--- src/rtl/rxc_pkg.sv ---
package rxc_pkg;
    localparam logic [6:0] RXC_DEV_ADDR  = 7'b0001100;
    localparam int         RXC_CH_BASE   = 1;
    localparam int         RXC_CH_STRIDE = 6;

    typedef enum logic [3:0] {
        ST_IDLE,
        ST_ADDR,
        ST_ACK_ADDR,
        ST_REG,
        ST_ACK_REG,
        ST_DATA,
        ST_ACK_DATA,
        ST_READ,
        ST_RACK,
        ST_IGNORE
    } bus_st_e;
endpackage

--- src/rtl/rxc_busync.sv ---
module rxc_busync (
    input  logic clk,
    input  logic rst_n,
    input  logic scl_in,
    input  logic sda_in,
    output logic scl_s,
    output logic sda_s,
    output logic scl_rise,
    output logic scl_fall,
    output logic bus_start,
    output logic bus_stop
);
    typedef struct packed {
        logic [2:0] scl;
        logic [2:0] sda;
    } sync_t;

    sync_t q, d;

    always_comb begin
        d     = q;
        d.scl = {q.scl[1:0], scl_in};
        d.sda = {q.sda[1:0], sda_in};
    end

    always_ff @(posedge clk or negedge rst_n) begin
        if (!rst_n) q <= '1;
        else        q <= d;
    end

    assign scl_s     = q.scl[1];
    assign sda_s     = q.sda[1];
    assign scl_rise  = q.scl[1] & ~q.scl[2];
    assign scl_fall  = ~q.scl[1] & q.scl[2];
    assign bus_start = q.scl[1] & q.scl[2] & q.sda[2] & ~q.sda[1];
    assign bus_stop  = q.scl[1] & q.scl[2] & ~q.sda[2] & q.sda[1];
endmodule

--- src/rtl/rxc_i2c_slave.sv ---
module rxc_i2c_slave
    import rxc_pkg::*;
#(
    parameter logic [6:0] DEV_ADDR = RXC_DEV_ADDR
) (
    input  logic       clk,
    input  logic       rst_n,
    input  logic       en,
    input  logic       scl_s,
    input  logic       sda_s,
    input  logic       scl_rise,
    input  logic       scl_fall,
    input  logic       bus_start,
    input  logic       bus_stop,
    input  logic [7:0] rd_data,
    output logic       sda_oe,
    output logic [7:0] ptr,
    output logic       wr_en,
    output logic [7:0] wr_data
);
    typedef struct packed {
        bus_st_e    st;
        logic [3:0] cnt;
        logic [7:0] sh;
        logic [7:0] tx;
        logic       rw;
        logic [7:0] ptr;
        logic       oe;
        logic       wr;
    } slv_t;

    slv_t q, d;

    always_comb begin
        d    = q;
        d.wr = 1'b0;
        if (!en) begin
            d.st  = ST_IDLE;
            d.oe  = 1'b0;
            d.cnt = '0;
        end else if (bus_start) begin
            d.st  = ST_ADDR;
            d.cnt = '0;
            d.oe  = 1'b0;
        end else if (bus_stop) begin
            d.st = ST_IDLE;
            d.oe = 1'b0;
        end else begin
            case (q.st)
                ST_ADDR, ST_REG, ST_DATA: begin
                    if (scl_rise) begin
                        d.sh  = {q.sh[6:0], sda_s};
                        d.cnt = q.cnt + 4'd1;
                    end
                    if (scl_fall && q.cnt == 4'd8) begin
                        if (q.st == ST_ADDR) begin
                            if (q.sh[7:1] == DEV_ADDR) begin
                                d.rw = q.sh[0];
                                d.oe = 1'b1;
                                d.st = ST_ACK_ADDR;
                            end else begin
                                d.st = ST_IGNORE;
                            end
                        end else if (q.st == ST_REG) begin
                            d.ptr = q.sh;
                            d.oe  = 1'b1;
                            d.st  = ST_ACK_REG;
                        end else begin
                            d.wr = 1'b1;
                            d.oe = 1'b1;
                            d.st = ST_ACK_DATA;
                        end
                    end
                end
                ST_ACK_ADDR: begin
                    if (scl_fall) begin
                        d.cnt = '0;
                        if (q.rw) begin
                            d.st = ST_READ;
                            d.tx = rd_data;
                            d.oe = ~rd_data[7];
                        end else begin
                            d.st = ST_REG;
                            d.oe = 1'b0;
                        end
                    end
                end
                ST_ACK_REG: begin
                    if (scl_fall) begin
                        d.st  = ST_DATA;
                        d.oe  = 1'b0;
                        d.cnt = '0;
                    end
                end
                ST_ACK_DATA: begin
                    if (scl_fall) begin
                        d.st = ST_IGNORE;
                        d.oe = 1'b0;
                    end
                end
                ST_READ: begin
                    if (scl_rise) d.cnt = q.cnt + 4'd1;
                    if (scl_fall) begin
                        if (q.cnt == 4'd8) begin
                            d.oe = 1'b0;
                            d.st = ST_RACK;
                        end else begin
                            d.tx = {q.tx[6:0], 1'b1};
                            d.oe = ~q.tx[6];
                        end
                    end
                end
                ST_RACK: begin
                    if (scl_rise) d.st = ST_IGNORE;
                end
                default: ;
            endcase
        end
    end

    always_ff @(posedge clk or negedge rst_n) begin
        if (!rst_n) begin
            q    <= '0;
            q.st <= ST_IDLE;
        end else begin
            q <= d;
        end
    end

    assign sda_oe  = q.oe;
    assign ptr     = q.ptr;
    assign wr_en   = q.wr;
    assign wr_data = q.sh;

    // drive changes land only in the SCL low phase
    assert_oe_scl_low_R3: assert property (@(posedge clk) disable iff (!rst_n)
        (en && $past(en) && !$past(bus_start) && !$past(bus_stop) && (q.oe != $past(q.oe)))
        |-> !scl_s);

    // a disabled slave neither drives nor writes
    assert_quiet_off_R10: assert property (@(posedge clk) disable iff (!rst_n)
        !en |=> (!sda_oe && !wr_en));
endmodule

--- src/rtl/rxc_regbank.sv ---
module rxc_regbank
    import rxc_pkg::*;
#(
    parameter int NCH       = 4,
    parameter int CH_BASE   = RXC_CH_BASE,
    parameter int CH_STRIDE = RXC_CH_STRIDE
) (
    input  logic             clk,
    input  logic             rst_n,
    input  logic             wr_en,
    input  logic [7:0]       wr_addr,
    input  logic [7:0]       wr_data,
    input  logic [7:0]       rd_addr,
    output logic [7:0]       rd_data,
    output logic [NCH*8-1:0] ar_o,
    output logic [NCH*8-1:0] tg_o,
    output logic             gpd_o
);
    typedef struct packed {
        logic                gpd;
        logic                pw;
        logic [NCH-1:0][7:0] ar;
        logic [NCH-1:0][7:0] tg;
    } bank_t;

    bank_t q, d;
    logic  hit_ar, hit_tg;

    function automatic logic [7:0] addr_a(input int k);
        return 8'(CH_BASE + CH_STRIDE * k);
    endfunction

    function automatic logic [7:0] addr_b(input int k);
        return 8'(CH_BASE + CH_STRIDE * k + 1);
    endfunction

    always_comb begin
        d      = q;
        hit_ar = 1'b0;
        hit_tg = 1'b0;
        for (int k = 0; k < NCH; k++) begin
            if (wr_addr == addr_a(k)) hit_ar = 1'b1;
            if (wr_addr == addr_b(k)) hit_tg = 1'b1;
        end
        if (wr_en) begin
            if (wr_addr == 8'h00) begin
                if (wr_data[7]) begin
                    d = '0;
                end else begin
                    d.gpd = wr_data[6];
                    d.pw  = wr_data[0];
                end
            end
            for (int k = 0; k < NCH; k++) begin
                if (hit_ar && (q.pw || wr_addr == addr_a(k))) d.ar[k] = wr_data;
                if (hit_tg && (q.pw || wr_addr == addr_b(k))) d.tg[k] = wr_data;
            end
        end
    end

    always_ff @(posedge clk or negedge rst_n) begin
        if (!rst_n) q <= '0;
        else        q <= d;
    end

    always_comb begin
        rd_data = '0;
        if (rd_addr == 8'h00) rd_data = {1'b0, q.gpd, 5'b0, q.pw};
        for (int k = 0; k < NCH; k++) begin
            if (rd_addr == addr_a(k)) rd_data = q.ar[k];
            if (rd_addr == addr_b(k)) rd_data = q.tg[k];
        end
    end

    assign ar_o  = q.ar;
    assign tg_o  = q.tg;
    assign gpd_o = q.gpd;

    // the clear bit leaves the whole bank at zero
    assert_clear_all_R8: assert property (@(posedge clk) disable iff (!rst_n)
        (wr_en && wr_addr == 8'h00 && wr_data[7]) |=> (ar_o == '0 && tg_o == '0 && !gpd_o));

    // a reserved write touches nothing
    assert_reserved_discard_R6: assert property (@(posedge clk) disable iff (!rst_n)
        (wr_en && wr_addr != 8'h00 && !hit_ar && !hit_tg)
        |=> ($stable(ar_o) && $stable(tg_o) && $stable(gpd_o)));

    // broadcast lands in every channel
    assert_broadcast_R7: assert property (@(posedge clk) disable iff (!rst_n)
        (wr_en && q.pw && hit_ar) |=> (ar_o == {NCH{$past(wr_data)}}));
endmodule

--- src/rtl/rx_ctrl_i2c_bank.sv ---
module rx_ctrl_i2c_bank
    import rxc_pkg::*;
#(
    parameter int         NCH      = 4,
    parameter logic [6:0] DEV_ADDR = RXC_DEV_ADDR
) (
    input  logic             clk,
    input  logic             rst_n,
    input  logic             scl_in,
    input  logic             sda_in,
    output logic             sda_oe,
    input  logic             serial_en,
    input  logic [3:0]       pad_amp,
    input  logic [3:0]       pad_rate,
    input  logic [1:0]       pad_gain,
    input  logic [3:0]       pad_th,
    output logic [NCH*4-1:0] ch_amp,
    output logic [NCH*4-1:0] ch_rate,
    output logic [NCH*2-1:0] ch_gain,
    output logic [NCH*4-1:0] ch_th,
    output logic [NCH-1:0]   ch_pd,
    output logic [NCH-1:0]   ch_dis
);
    logic       scl_s, sda_s, scl_rise, scl_fall, bus_start, bus_stop;
    logic [7:0] ptr, wr_data, rd_data;
    logic       wr_en, gpd;
    logic [NCH*8-1:0] ar, tg;

    rxc_busync u_sync (
        .clk(clk), .rst_n(rst_n), .scl_in(scl_in), .sda_in(sda_in),
        .scl_s(scl_s), .sda_s(sda_s), .scl_rise(scl_rise), .scl_fall(scl_fall),
        .bus_start(bus_start), .bus_stop(bus_stop)
    );

    rxc_i2c_slave #(.DEV_ADDR(DEV_ADDR)) u_slave (
        .clk(clk), .rst_n(rst_n), .en(serial_en),
        .scl_s(scl_s), .sda_s(sda_s), .scl_rise(scl_rise), .scl_fall(scl_fall),
        .bus_start(bus_start), .bus_stop(bus_stop), .rd_data(rd_data),
        .sda_oe(sda_oe), .ptr(ptr), .wr_en(wr_en), .wr_data(wr_data)
    );

    rxc_regbank #(.NCH(NCH)) u_bank (
        .clk(clk), .rst_n(rst_n), .wr_en(wr_en), .wr_addr(ptr), .wr_data(wr_data),
        .rd_addr(ptr), .rd_data(rd_data), .ar_o(ar), .tg_o(tg), .gpd_o(gpd)
    );

    for (genvar k = 0; k < NCH; k++) begin : g_ch
        assign ch_amp[4*k +: 4]  = serial_en ? ar[8*k +: 4]     : pad_amp;
        assign ch_rate[4*k +: 4] = serial_en ? ar[8*k + 4 +: 4] : pad_rate;
        assign ch_th[4*k +: 4]   = serial_en ? tg[8*k +: 4]     : pad_th;
        assign ch_gain[2*k +: 2] = serial_en ? tg[8*k + 4 +: 2] : pad_gain;
        assign ch_pd[k]          = serial_en & (tg[8*k + 7] | gpd);
        assign ch_dis[k]         = serial_en & tg[8*k + 6];
    end
endmodule

--- config.mk ---
export PLATFORM = sky130hd
export DESIGN_NAME = rx_ctrl_i2c_bank
export DESIGN_NICKNAME = d
export VERILOG_FILES = /design/src/rtl/rxc_pkg.sv /design/src/rtl/rxc_busync.sv /design/src/rtl/rxc_i2c_slave.sv /design/src/rtl/rxc_regbank.sv /design/src/rtl/rx_ctrl_i2c_bank.sv
export SDC_FILE = /design/constraint.sdc
export NUM_CORES = 1
export LEC_CHECK = 0
export BUFFER_PORTS_ARGS = -buffer_cell sky130_fd_sc_hd__buf_2
export CAP_MARGIN = 10
export CELL_PAD_IN_SITES_DETAIL_PLACEMENT = 0
export CELL_PAD_IN_SITES_GLOBAL_PLACEMENT = 1
export CORE_ASPECT_RATIO = 1.1
export CORE_MARGIN = 4
export CORE_UTILIZATION = 44
export CTS_CLUSTER_DIAMETER = 30
export CTS_CLUSTER_SIZE = 25
export DETAILED_ROUTE_END_ITERATION = 8
export PLACE_DENSITY = 0.81
export SLEW_MARGIN = 30
export SYNTH_ARGS = -nofsm -noshare
export SYNTH_HDL_FRONTEND = slang
export SYNTH_SLANG_ARGS = --single-unit
--- constraint.sdc ---
create_clock -name clk -period 2.6 [get_ports clk]
set_clock_uncertainty 0.2 [all_clocks]
set_input_delay 0.13 -clock clk [delete_from_list [all_inputs] [get_ports clk]]
set_output_delay 0.13 -clock clk [all_outputs]
set_load 0.03 [all_outputs]
; ---- Word level (Yosys, flattened, before mapping)
; Index checks and enable logic that the tools add are counted.
[word_totals]
register_bits = 107
latch_bits = 0
ramBits = 0
rom_bits = 0
output_inout_bits = 65
wordCells = 233
memories = 0
[classes]
addsub = 1
mul = 0
div_mod_pow = 0
order_cmp = 0
n_eq_ne = 39
shift = 0
muxes = 92
bitwise_logic = 28
n_reduce_logical = 53
[op_table]
columns = op, count
row1 = $mux W8, 27
row2 = $mux W64, 2
row3 = $mux W4, 21
row4 = $reduce_bool A2 Y1, 17
row5 = $ne A5 B4 Y1 const B, 6
row6 = $mux W29, 1
row7 = $mux W1, 26
row8 = $eq A8 B4 Y1 const B, 3
row9 = $pmux W4 S6, 1
row10 = $reduce_and A3 Y1, 8
row11 = $eq A4 B3 Y1 const B, 4
row12 = $eq A8 B5 Y1 const B, 2
row13 = $pmux W4 S4, 1
row14 = $pmux W8 S2, 1
row15 = $reduce_and A8 Y1, 2
row16 = $and A1 B1 Y1, 15
row17 = $reduce_and A7 Y1, 2
row18 = $mux W12, 1
row19 = $mux W2, 6
row20 = $reduce_and A6 Y1, 2
row21 = $mux W11, 1
row22 = $logic_and A1 B1 Y1, 9
row23 = $mux W9, 1
row24 = $ne A9 B1 Y1 const B, 1
row25 = other kinds (29), 53

; ---- Depth between registers and ports, before layout
; Gate-level depths: netlist of the first run.
[logic_depth]
ltp_word = 17
depth_mapped = 8

; ---- Hierarchy
; From an unflattened synthesis of the first run, not the netlist that was laid out.
[unflattened]
hier_cells = 704
hier_area_um2 = 7478.4
[modules_own_cells]
columns = mod, n_inst, cells_each, area_per_inst_um2
row1 = rxc_regbank, 1, 437, 4292.9
row2 = rxc_i2c_slave, 1, 186, 1991.9
row3 = rx_ctrl_i2c_bank, 1, 71, 1003.5
row4 = rxc_busync, 1, 10, 190.2

; ---- Least setup slack after synthesis of the first run
; Ideal clock, no wire load.
[synth_timing]
kind = register to register
startpoint = register u_slave.q, in the netlist u_slave.ptr[7]
endpoint = register u_bank.q, in the netlist u_bank.ar_o[10]
arrival_time_ps = 1909
required_time_ps = 2259
slack_ps = 350
stages_incl_launch_ff = 8
synth_period_minus_slack_ps = 2250
path_cell_list = dfrtp_1 > or4_1 > buf_2 > nor3_4 > nand4_4 > clkbuf_1 > nand2_1 > mux2i_1
[synth_via]
elab_chain_cells = 8
elab_cells_between_ends = 15
cone_classes = eq/ne: 4 / mux: 5 / reduce/logical: 6
[synth_lines]
columns = element, line_no
row1 = start: declaration, rxc_i2c_slave.sv:32  ; slv_t q, d;
row2 = $eq A8 B1 Y1, rxc_regbank.sv:42  ; if (wr_addr == addr_a(k)) hit_ar = 1'b1;
row3 = $mux W1 (4 in a row), rxc_regbank.sv:42
row4 = $logic_and A1 B1 Y1, rxc_regbank.sv:55  ; if (hit_ar && (q.pw || wr_addr == addr_a(k))) d.ar[k] = wr_data;
row5 = $reduce_bool A2 Y1 (no line), --
row6 = $reduce_and A3 Y1 (no line), --
row7 = end signal: assignment, rxc_regbank.sv:62  ; if (!rst_n) q <= '0;
row8 = end signal: assignment, rxc_regbank.sv:63  ; else q <= d;
row9 = end: declaration, rxc_regbank.sv:26  ; bank_t q, d;
; Several ways; a longest one is shown, not always the timed one.
; A chain may end at the register's enable or synchronous reset.

; ---- Worst setup path after layout of the first run
[layout_timing]
startpoint = register u_slave.q, in the netlist u_slave.ptr[7]
endpoint = register u_bank.q, in the netlist u_bank.tg_o[5]
[layout_via]
elab_chain_cells = 8
elab_cells_between_ends = 15
cone_classes = eq/ne: 4 / mux: 5 / reduce/logical: 6
[layout_lines]
columns = element, line_no
row1 = $eq A8 B2 Y1, "rxc_regbank.sv:43, rxc_regbank.sv:56"
row2 = $mux W1 (4 in a row), rxc_regbank.sv:43  ; if (wr_addr == addr_b(k)) hit_tg = 1'b1;
row3 = $logic_and A1 B1 Y1, rxc_regbank.sv:56  ; if (hit_tg && (q.pw || wr_addr == addr_b(k))) d.tg[k] = wr_data;
row4 = $reduce_bool A2 Y1 (no line), --
row5 = $reduce_and A3 Y1 (no line), --
; Several ways; a longest one is shown, not always the timed one.

==> results.sh, run 1 <==
export IMPL_outcome="completed"
export IMPL_synth_top_area_share_pct=40.0
export IMPL_setup_viol=0
export IMPL_grt_max_degree=64
export IMPL_synth_area_top_cells="dfrtp_1 (40%), nand2_1 (13%), mux2i_1 (9.6%)"
export IMPL_p_total_mw=3.93
export IMPL_yosys_warnings=0
export IMPL_syn_area_sq_um=6250
export IMPL_ios=84
export IMPL_cp_start_kind="register"
export IMPL_tns_ns=0
export IMPL_antennaDiodeCount=0
export IMPL_globalplace_congestion=0.935
export IMPL_synth_seq_cells=106
export IMPL_leakage_nw=3.61
export IMPL_rows=45
export IMPL_arrival_ns=2.57
export IMPL_start_util_pct=45.1
export IMPL_fin_area_sq_um=7500
export IMPL_avgViaCountPerCell=5.61
export IMPL_clk_pin_slew_ns=0.08
export IMPL_dp_hpwl_um=14200
export IMPL_cap_violations=0
export IMPL_finalHoldViolations=0
export IMPL_nFillCells=1322
export IMPL_coreArea_sq_um=13900
export IMPL_worstMarginPinSlew_ns=0.737
export IMPL_clock_path_buffers=2
export IMPL_ant_nets=0
export IMPL_worstHoldPathType="in -> reg"
export IMPL_final_core_util_pct=54.1
export IMPL_globalRouteOverflowTotal=0
export IMPL_num_vias=5626
export IMPL_period_share_pct=96.0
export IMPL_grtUsageTotal_pct=24.1
export IMPL_avgSynthCellArea_sq_um=8.84
export IMPL_critical_path_class="reg -> reg"
export IMPL_synth_ff_type="dfrtp_1"
export IMPL_firstDrtPassIters=6
export IMPL_synth_top_area_cell="dfrtp_1"
export IMPL_layout_setup_ws_ns=0.105
export IMPL_relSlewSlack_pct=50.9
export IMPL_endpoint_kind="register"
export IMPL_final_min_clock_period_ns=2.50
export IMPL_cts_root_buf="clkbuf_16"
export IMPL_timing_fmax_mhz=401
export IMPL_detail_route_wl_per_cell_um=19.0
export IMPL_io_buffer_count=83
export IMPL_clock_latency_ns=0.36
export IMPL_maxSlewViolCount=0
export IMPL_h_tree_depth=3
export IMPL_die_w_um=122
export IMPL_clock_sinks=106
export IMPL_final_nets=830
export IMPL_die_area_sq_um=16200
export IMPL_syn_num_nets=728
export IMPL_area_growth_pct=20.0
export IMPL_rsz0062_at_grt="no"
export IMPL_grt_antenna_before_repair=0
export IMPL_powerDensity_nw_per_um2=524
export IMPL_cts_buffers=9
export IMPL_grt_pass1_wl_um=30600
export IMPL_grt_pass1_vias=5525
export IMPL_die_h_um=133
export IMPL_cts_tree="built"
export IMPL_synth_cells=707
export IMPL_ys_seq_area_share_pct=42.6
export IMPL_yosysMostFrequentCell="nand2_1"
export IMPL_synth_async_sr_flop_share_pct=100
export IMPL_placed_area_sq_um=7100
export IMPL_drtIter0Drc=450
export IMPL_ir_worst_vdd_mv=0.308
export IMPL_fin_hold_ws_ns=0.0627
export IMPL_crit_required_ns=2.68
export IMPL_synth_edf_count=0
export IMPL_stdcell_count=1002
export IMPL_drive_above_1_share_pct=22.7
export IMPL_dpl_worst_slack_ns=0.0554
export IMPL_yosys_cell_types_count=72
export IMPL_drt_wl_total_um=19100
export IMPL_dp_cells=982
export IMPL_cp_max_fo=8
export IMPL_drc=0
export IMPL_ys_top_cells_by_count="nand2_1 (214), dfrtp_1 (100), mux2i_1 (60)"
[layout by cell type (no fill, tap or decap), types with 4 or more instances in the layout]
| cell | count |
|---|---|
| mux2_2 | 9 |
| nor3_1 | 4 |
| dfstp_2 | 6 |
| a21oi_4 | 4 |
| o21ai_1 | 8 |
| buf_4 | 43 |
| a22o_1 | 16 |
| o21ai_0 | 28 |
| nand2_1 | 214 |
| o31ai_1 | 5 |
| a22oi_1 | 9 |
| a211oi_1 | 4 |
| a21oi_1 | 17 |
| buf_2 | 82 |
| inv_1 | 16 |
| nor2b_1 | 5 |
| a221oi_1 | 10 |
| o21a_1 | 6 |
| mux2i_1 | 60 |
| and2_1 | 8 |
| nand3_1 | 10 |
| dfrtp_1 | 100 |
| buf_12 | 4 |
| o22ai_1 | 6 |
| nor2_1 | 19 |
| clkinv_1 | 4 |
| nand2b_1 | 19 |
| clkbuf_16 | 9 |
| nand3b_1 | 6 |
[worst max-delay path, stage by stage, from the launching register on]
cell and delay, ns:
dfrtp_1 0.42, or4b_1 0.70, buf_4 0.22, nor2_4 0.16, o31ai_1 0.15, a21oi_4 0.21
buf_12 0.15, mux2i_1 0.20
[routing by layer]
layer,vias up,global-route usage (%),wire length [um]
met5,-,0,0
met4,0,7.16,363
met3,27,3.16,940
met2,170,37.8,9200
met1,2738,34.7,8560
li1,2691,-,-
[path summary, 6_finish.rpt]
| kind | slack, ns | start | to | cells after the start |
|---|---|---|---|---|
| worst max-delay path | 0.10 | u_slave.ptr[7]$_DFFE_PN0P_ | u_bank.tg_o[5]$_DFFE_PN0P_ | 7 |
| worst max register to register | 0.10 | u_slave.ptr[7]$_DFFE_PN0P_ | u_bank.tg_o[5]$_DFFE_PN0P_ | 7 |
| min in group asynchronous | 0.11 | rst_n | u_bank.q[64]$_DFFE_PN0P_ | 3 |
| worst min register to register | 0.16 | u_sync.d[1]$_DFF_PN1_ | u_sync.sda_s$_DFF_PN1_ | 0 |
| max in group asynchronous | 1.58 | rst_n | u_bank.tg_o[16]$_DFFE_PN0P_ | 3 |
| worst min-delay path | 0.06 | serial_en | u_slave.q[34]$_DFFE_PN0P_ | 4 |
[report_power, final]
group | switching, mW | internal (mW)
Combinational | 0.444 | 0.159
Clock | 0.660 | 0.862
Sequential | 0.0895 | 1.71
[repair_timing]
action,CTS,global route
hold buffers,3,0
setup endpoints to repair,0,25
buffers inserted,0,1
resized for setup,0,3
endpoints found under the hold margin,108,0
[sequential cells by signal (all words and copies together) (netlist names), 2 cells and up]
name	cells
u_sync.q	2
u_slave.wr_data	8
u_slave.ptr	8
u_slave.q	16
u_bank.tg_o	32
u_bank.ar_o	32
u_sync.d	2
[cell type report]
class | count | area, sq um | area share [%]
Clock buffer | 9 | 225 | 3.00
Sequential cell | 106 | 2660 | 35.5
Timing Repair Buffer | 132 | 843 | 11.2
Clock inverter | 7 | 105 | 1.40
Multi-Input combinational cell | 540 | 3350 | 44.7
Tap cell | 188 | 235 | 3.14
Inverter | 20 | 75.1 | 1.00
[cell families after synthesis]
group	synth area share (%)
simple gates	24.3
compound gates	17.1
flops	42.6
mux	11.2
buf+inv	3.98
xor+xnor	0.420
fa+ha+maj	0.400
Note: power is estimated with default switching activity, not from simulation.
==> run 2, diff against run 1 <==
--- a/config.mk
+++ b/config.mk
@@ -11,3 +11,3 @@
 export CELL_PAD_IN_SITES_GLOBAL_PLACEMENT = 1
-export CORE_ASPECT_RATIO = 1.1
+export CORE_ASPECT_RATIO = 0.9
 export CORE_MARGIN = 4
@@ -18,2 +18,3 @@
 export PLACE_DENSITY = 0.81
+export RECOVER_POWER = 25
 export SLEW_MARGIN = 30
--- a/constraint.sdc
+++ b/constraint.sdc
@@ -4,2 +4,2 @@
 set_output_delay 0.13 -clock clk [all_outputs]
-set_load 0.03 [all_outputs]
+set_load 0.01 [all_outputs]
==> results.sh, run 2 (synthesis gave the netlist of run 1 again) <==
export IMPL_grt_antenna_before_repair=0
export IMPL_layout_common_cells="nand2_1 (214), dfrtp_1 (100), buf_2 (81)"
export IMPL_period_share_pct=95.3
export IMPL_endpoint_kind="register"
export IMPL_rows=41
export IMPL_cap_violations=0
export IMPL_drive_above_1_share_pct=22.3
export IMPL_globalRouteOverflowTotal=0
export IMPL_die_area_sq_um=16200
export IMPL_final_nets=832
export IMPL_seqCellArea_sq_um=2660
export IMPL_cts_buffers=9
export IMPL_relSlewSlack_pct=19.1
export IMPL_firstDrtPassIters=5
export IMPL_leakage_nw=3.60
export IMPL_intPower_mw=2.81
export IMPL_cts_tree="built"
export IMPL_maxSlewViolCount=0
export IMPL_worstHoldPathType="in -> reg"
export IMPL_powerDensity_nw_per_um2=523
export IMPL_placed_area_sq_um=7140
export IMPL_finalHoldViolations=0
export IMPL_switching_share_pct=28.5
export IMPL_worstMarginPinSlew_ns=1.21
export IMPL_grt_max_degree=65
export IMPL_setup_viol=0
export IMPL_ios=84
export IMPL_rsz0062_at_grt="no"
export IMPL_p_comb_share_pct=13.7
export IMPL_final_core_util_pct=53.8
export IMPL_timing_fmax_mhz=404
export IMPL_crit_required_ns=2.68
export IMPL_clock_path_buffers=2
export IMPL_clock_latency_ns=0.36
export IMPL_grt_pass1_wl_um=31200
export IMPL_dp_hpwl_um=14600
export IMPL_drc=0
export IMPL_arrival_ns=2.55
export IMPL_grt_pass1_vias=5556
export IMPL_tns_ns=0
export IMPL_ir_worst_vdd_mv=0.351
export IMPL_layout_commonest_cell="nand2_1"
export IMPL_detail_route_wl_per_cell_um=19.5
export IMPL_drt_wl_total_um=19700
export IMPL_coreArea_sq_um=14000
export IMPL_p_switching_mw=1.12
export IMPL_start_util_pct=44.8
export IMPL_antennaDiodeCount=0
export IMPL_critical_path_class="reg -> reg"
export IMPL_cp_start_kind="register"
export IMPL_nFillCells=1324
export IMPL_layout_setup_ws_ns=0.123
export IMPL_io_buffer_count=83
export IMPL_post_cts_buffers=0
export IMPL_cp_max_fo=8
export IMPL_ant_nets=0
export IMPL_die_h_um=121
export IMPL_outcome="completed"
export IMPL_dpl_worst_slack_ns=0.0515
export IMPL_h_tree_depth=3
export IMPL_drtIter0Drc=543
export IMPL_fin_area_sq_um=7500
export IMPL_final_min_clock_period_ns=2.48
export IMPL_grtUsageTotal_pct=24.8
export IMPL_area_growth_pct=20.0
export IMPL_seq_power_share_pct=46.4
export IMPL_num_vias=5786
export IMPL_multi_input_area_sq_um=3360
export IMPL_avgViaCountPerCell=5.73
export IMPL_clockPowerShare_pct=39.9
export IMPL_clock_sinks=106
export IMPL_cts_root_buf="clkbuf_16"
export IMPL_clk_pin_slew_ns=0.07
export IMPL_globalplace_congestion=0.909
export IMPL_die_w_um=134
run 2: area by class of cell:
type | count | area share (%)
Clock inverter | 5 | 1.37
Timing Repair Buffer | 134 | 11.0
Inverter | 20 | 1.00
Sequential cell | 106 | 35.5
Clock buffer | 11 | 3.10
Tap cell | 193 | 3.22
Multi-Input combinational cell | 540 | 44.8
run 2: critical path: stages, from the launching register on:
cell     delay [ns]
dfrtp_1        0.42
or4b_1         0.72
nor2_2         0.30
o31ai_1        0.16
a21oi_4        0.21
buf_12         0.18
mux2i_1        0.20
run 2: timing repair:
action,CTS,global route
hold buffers,3,0
setup endpoints to repair,0,18
hold endpoints to repair,45,0
gates resized for setup,0,3
run 2: power by group through the flow:
stage / Clock [mW] / Combinational [mW] / Sequential [mW]
2_1_floorplan: 0 / 0.275 / 1.80
3_3_place_gp: 0 / 0.533 / 1.85
3_5_place_dp: 0 / 0.539 / 1.85
4_1_cts: 1.58 / 0.546 / 1.82
5_1_grt: 1.65 / 0.585 / 1.83
6_report: 1.57 / 0.537 / 1.82
run 2: path summary, 6_finish.rpt:
path                                       startpoint                          end  slack, ns  depth (start not counted)
max reg2reg                u_slave.ptr[7]$_DFFE_PN0P_   u_bank.ar_o[1]$_DFFE_PN0P_       0.12                          6
min                                         serial_en    u_slave.q[34]$_DFFE_PN0P_       0.10                          4
max                        u_slave.ptr[7]$_DFFE_PN0P_   u_bank.ar_o[1]$_DFFE_PN0P_       0.12                          6
min reg2reg                     u_sync.d[1]$_DFF_PN1_       u_sync.sda_s$_DFF_PN1_       0.16                          0
max in group asynchronous                       rst_n    u_slave.q[32]$_DFFE_PN0P_       0.39                          3
min in group asynchronous                       rst_n  u_bank.tg_o[16]$_DFFE_PN0P_       0.35                          2
run 2: per-stage QoR:
step | power, mW | hold WS (ns) | instances
after global routing | 4.06 | 0.141 | 1009
after detailed placement | 2.39 | -0.00921 | 990
after floorplan | 2.08 | -0.366 | 707
after global placement | 2.38 | -0.0103 | 990
final | 3.92 | 0.101 | 1009
after CTS | 3.95 | 0.0842 | 1009
run 2: per-layer routing:
metal,wire (um),track usage [%],up-vias
met2,8840,38.4,231
met3,1340,4.02,26
met4,392,7.33,0
li1,-,-,2696
met5,0,0,-
met1,9090,35.9,2833
==> run 3, diff against run 2 <==
RECOVER_POWER = default   (was 25)
==> results.sh, run 3 (synthesis gave the netlist of run 1 again) <==
export IMPL_cts_tree="built"
export IMPL_clock_latency_ns=0.36
export IMPL_drt_wl_total_um=19700
export IMPL_antennaDiodeCount=0
export IMPL_drtIter0Drc=535
export IMPL_clock_path_buffers=2
export IMPL_finalHoldViolations=0
export IMPL_drc=0
export IMPL_final_core_util_pct=53.9
export IMPL_maxSlewViolCount=0
export IMPL_globalRouteOverflowTotal=0
export IMPL_drive_above_1_share_pct=22.8
export IMPL_cts_root_buf="clkbuf_16"
export IMPL_globalplace_congestion=0.909
export IMPL_outcome="completed"
export IMPL_cp_max_fo=8
export IMPL_powerDensity_nw_per_um2=522
export IMPL_crit_required_ns=2.67
export IMPL_endpoint_kind="register"
export IMPL_worstHoldPathType="in -> reg"
export IMPL_detail_route_wl_per_cell_um=19.5
export IMPL_cts_buffers=9
export IMPL_grt_pass1_vias=5556
export IMPL_ir_worst_vdd_mv=0.350
export IMPL_io_buffer_count=83
export IMPL_cp_start_kind="register"
export IMPL_die_h_um=121
export IMPL_cap_violations=0
export IMPL_clock_sinks=106
export IMPL_num_vias=5765
export IMPL_setup_viol=0
export IMPL_die_area_sq_um=16200
export IMPL_cp_slowest_cell="or4b_1"
export IMPL_relSlewSlack_pct=53.0
export IMPL_grt_pass1_wl_um=31200
export IMPL_final_nets=832
export IMPL_critical_path_class="reg -> reg"
export IMPL_reg2reg_slack_ns=0.11
export IMPL_post_cts_buffers=0
export IMPL_final_min_clock_period_ns=2.49
export IMPL_start_util_pct=44.8
export IMPL_avgViaCountPerCell=5.71
export IMPL_clk_pin_slew_ns=0.07
export IMPL_firstDrtPassIters=6
export IMPL_timing_fmax_mhz=402
export IMPL_ant_nets=0
export IMPL_layout_common_cells="nand2_1 (214), dfrtp_1 (100), buf_2 (82)"
export IMPL_h_tree_depth=3
export IMPL_leakage_nw=3.62
export IMPL_die_w_um=134
export IMPL_arrival_ns=2.56
export IMPL_rows=41
export IMPL_layout_commonest_cell="nand2_1"
export IMPL_crit_chain="or4b_1, nor2_2, o31ai_1, a21oi_4, buf_12, mux2i_1"
export IMPL_grt_antenna_before_repair=0
export IMPL_rsz0062_at_grt="no"
export IMPL_area_growth_pct=20.3
export IMPL_dp_hpwl_um=14600
export IMPL_grtUsageTotal_pct=24.8
export IMPL_tns_ns=0
export IMPL_max_stage_delay_ns=0.72
export IMPL_ios=84
export IMPL_grt_max_degree=65
export IMPL_coreArea_sq_um=14000
export IMPL_period_share_pct=95.7
export IMPL_worstMarginPinSlew_ns=0.701
[run 3: area by class of cell]
cell class	instances	area, sq um
fillers	1320	6430
clock inverters	5	103
multi-input cells	540	3360
well taps	193	241
flip-flops and latches	106	2660
clock buffers	11	233
repair buffers	134	846
inverters	20	75.1
[run 3: power breakdown]
group          internal, mW  switching [mW]  total [mW]
Clock                 0.941           0.625        1.57
Combinational         0.153           0.387       0.540
Sequential             1.71           0.108        1.82
[run 3: timing repair]
action,in CTS,in global routing
setup endpoints to repair,0,18
resized for setup,0,3
endpoints found under the hold margin,45,0
hold buffers,3,0
[run 3: worst paths after layout]
path / depth (start not counted) / from / end
hold reg to reg: 0 / u_sync.d[1]$_DFF_PN1_ / u_sync.sda_s$_DFF_PN1_
max in group asynchronous: 3 / rst_n / u_sync.q[5]$_DFF_PN1_
hold / removal: 4 / serial_en / u_slave.q[34]$_DFFE_PN0P_
setup reg to reg: 6 / u_slave.ptr[7]$_DFFE_PN0P_ / u_bank.ar_o[1]$_DFFE_PN0P_
setup / recovery: 6 / u_slave.ptr[7]$_DFFE_PN0P_ / u_bank.ar_o[1]$_DFFE_PN0P_
min in group asynchronous: 2 / rst_n / u_bank.tg_o[16]$_DFFE_PN0P_
[run 3: metrics by stage]
stage | cell area [sq um] | std cells | hold WS [ns] | power [mW] | setup WS [ns]
after CTS | 7500 | 1009 | 0.0842 | 3.95 | 0.0405
after floorplan | 6250 | 707 | -0.366 | 2.08 | 0.350
final | 7520 | 1009 | 0.103 | 3.93 | 0.112
after detailed placement | 7140 | 990 | -0.00921 | 2.39 | 0.0515
after global routing | 7520 | 1009 | 0.141 | 4.07 | 0.0270
after global placement | 7130 | 990 | -0.0103 | 2.38 | 0.0651
[run 3: worst max-delay path: cells and delay by family, from the launching register on]
family	cells	cell delay, ns
buf+inv	1	0.18
simple gates	2	1.02
mux	1	0.21
flops	1	0.42
compound gates	2	0.37
[run 3: layer usage]
metal / routed length (um) / global-route usage, % / up-vias
met3: 1340 / 4.02 / 21
met2: 8810 / 38.4 / 220
met4: 344 / 7.33 / 0
met5: 0 / 0 / -
li1: - / - / 2694
met1: 9160 / 35.9 / 2830
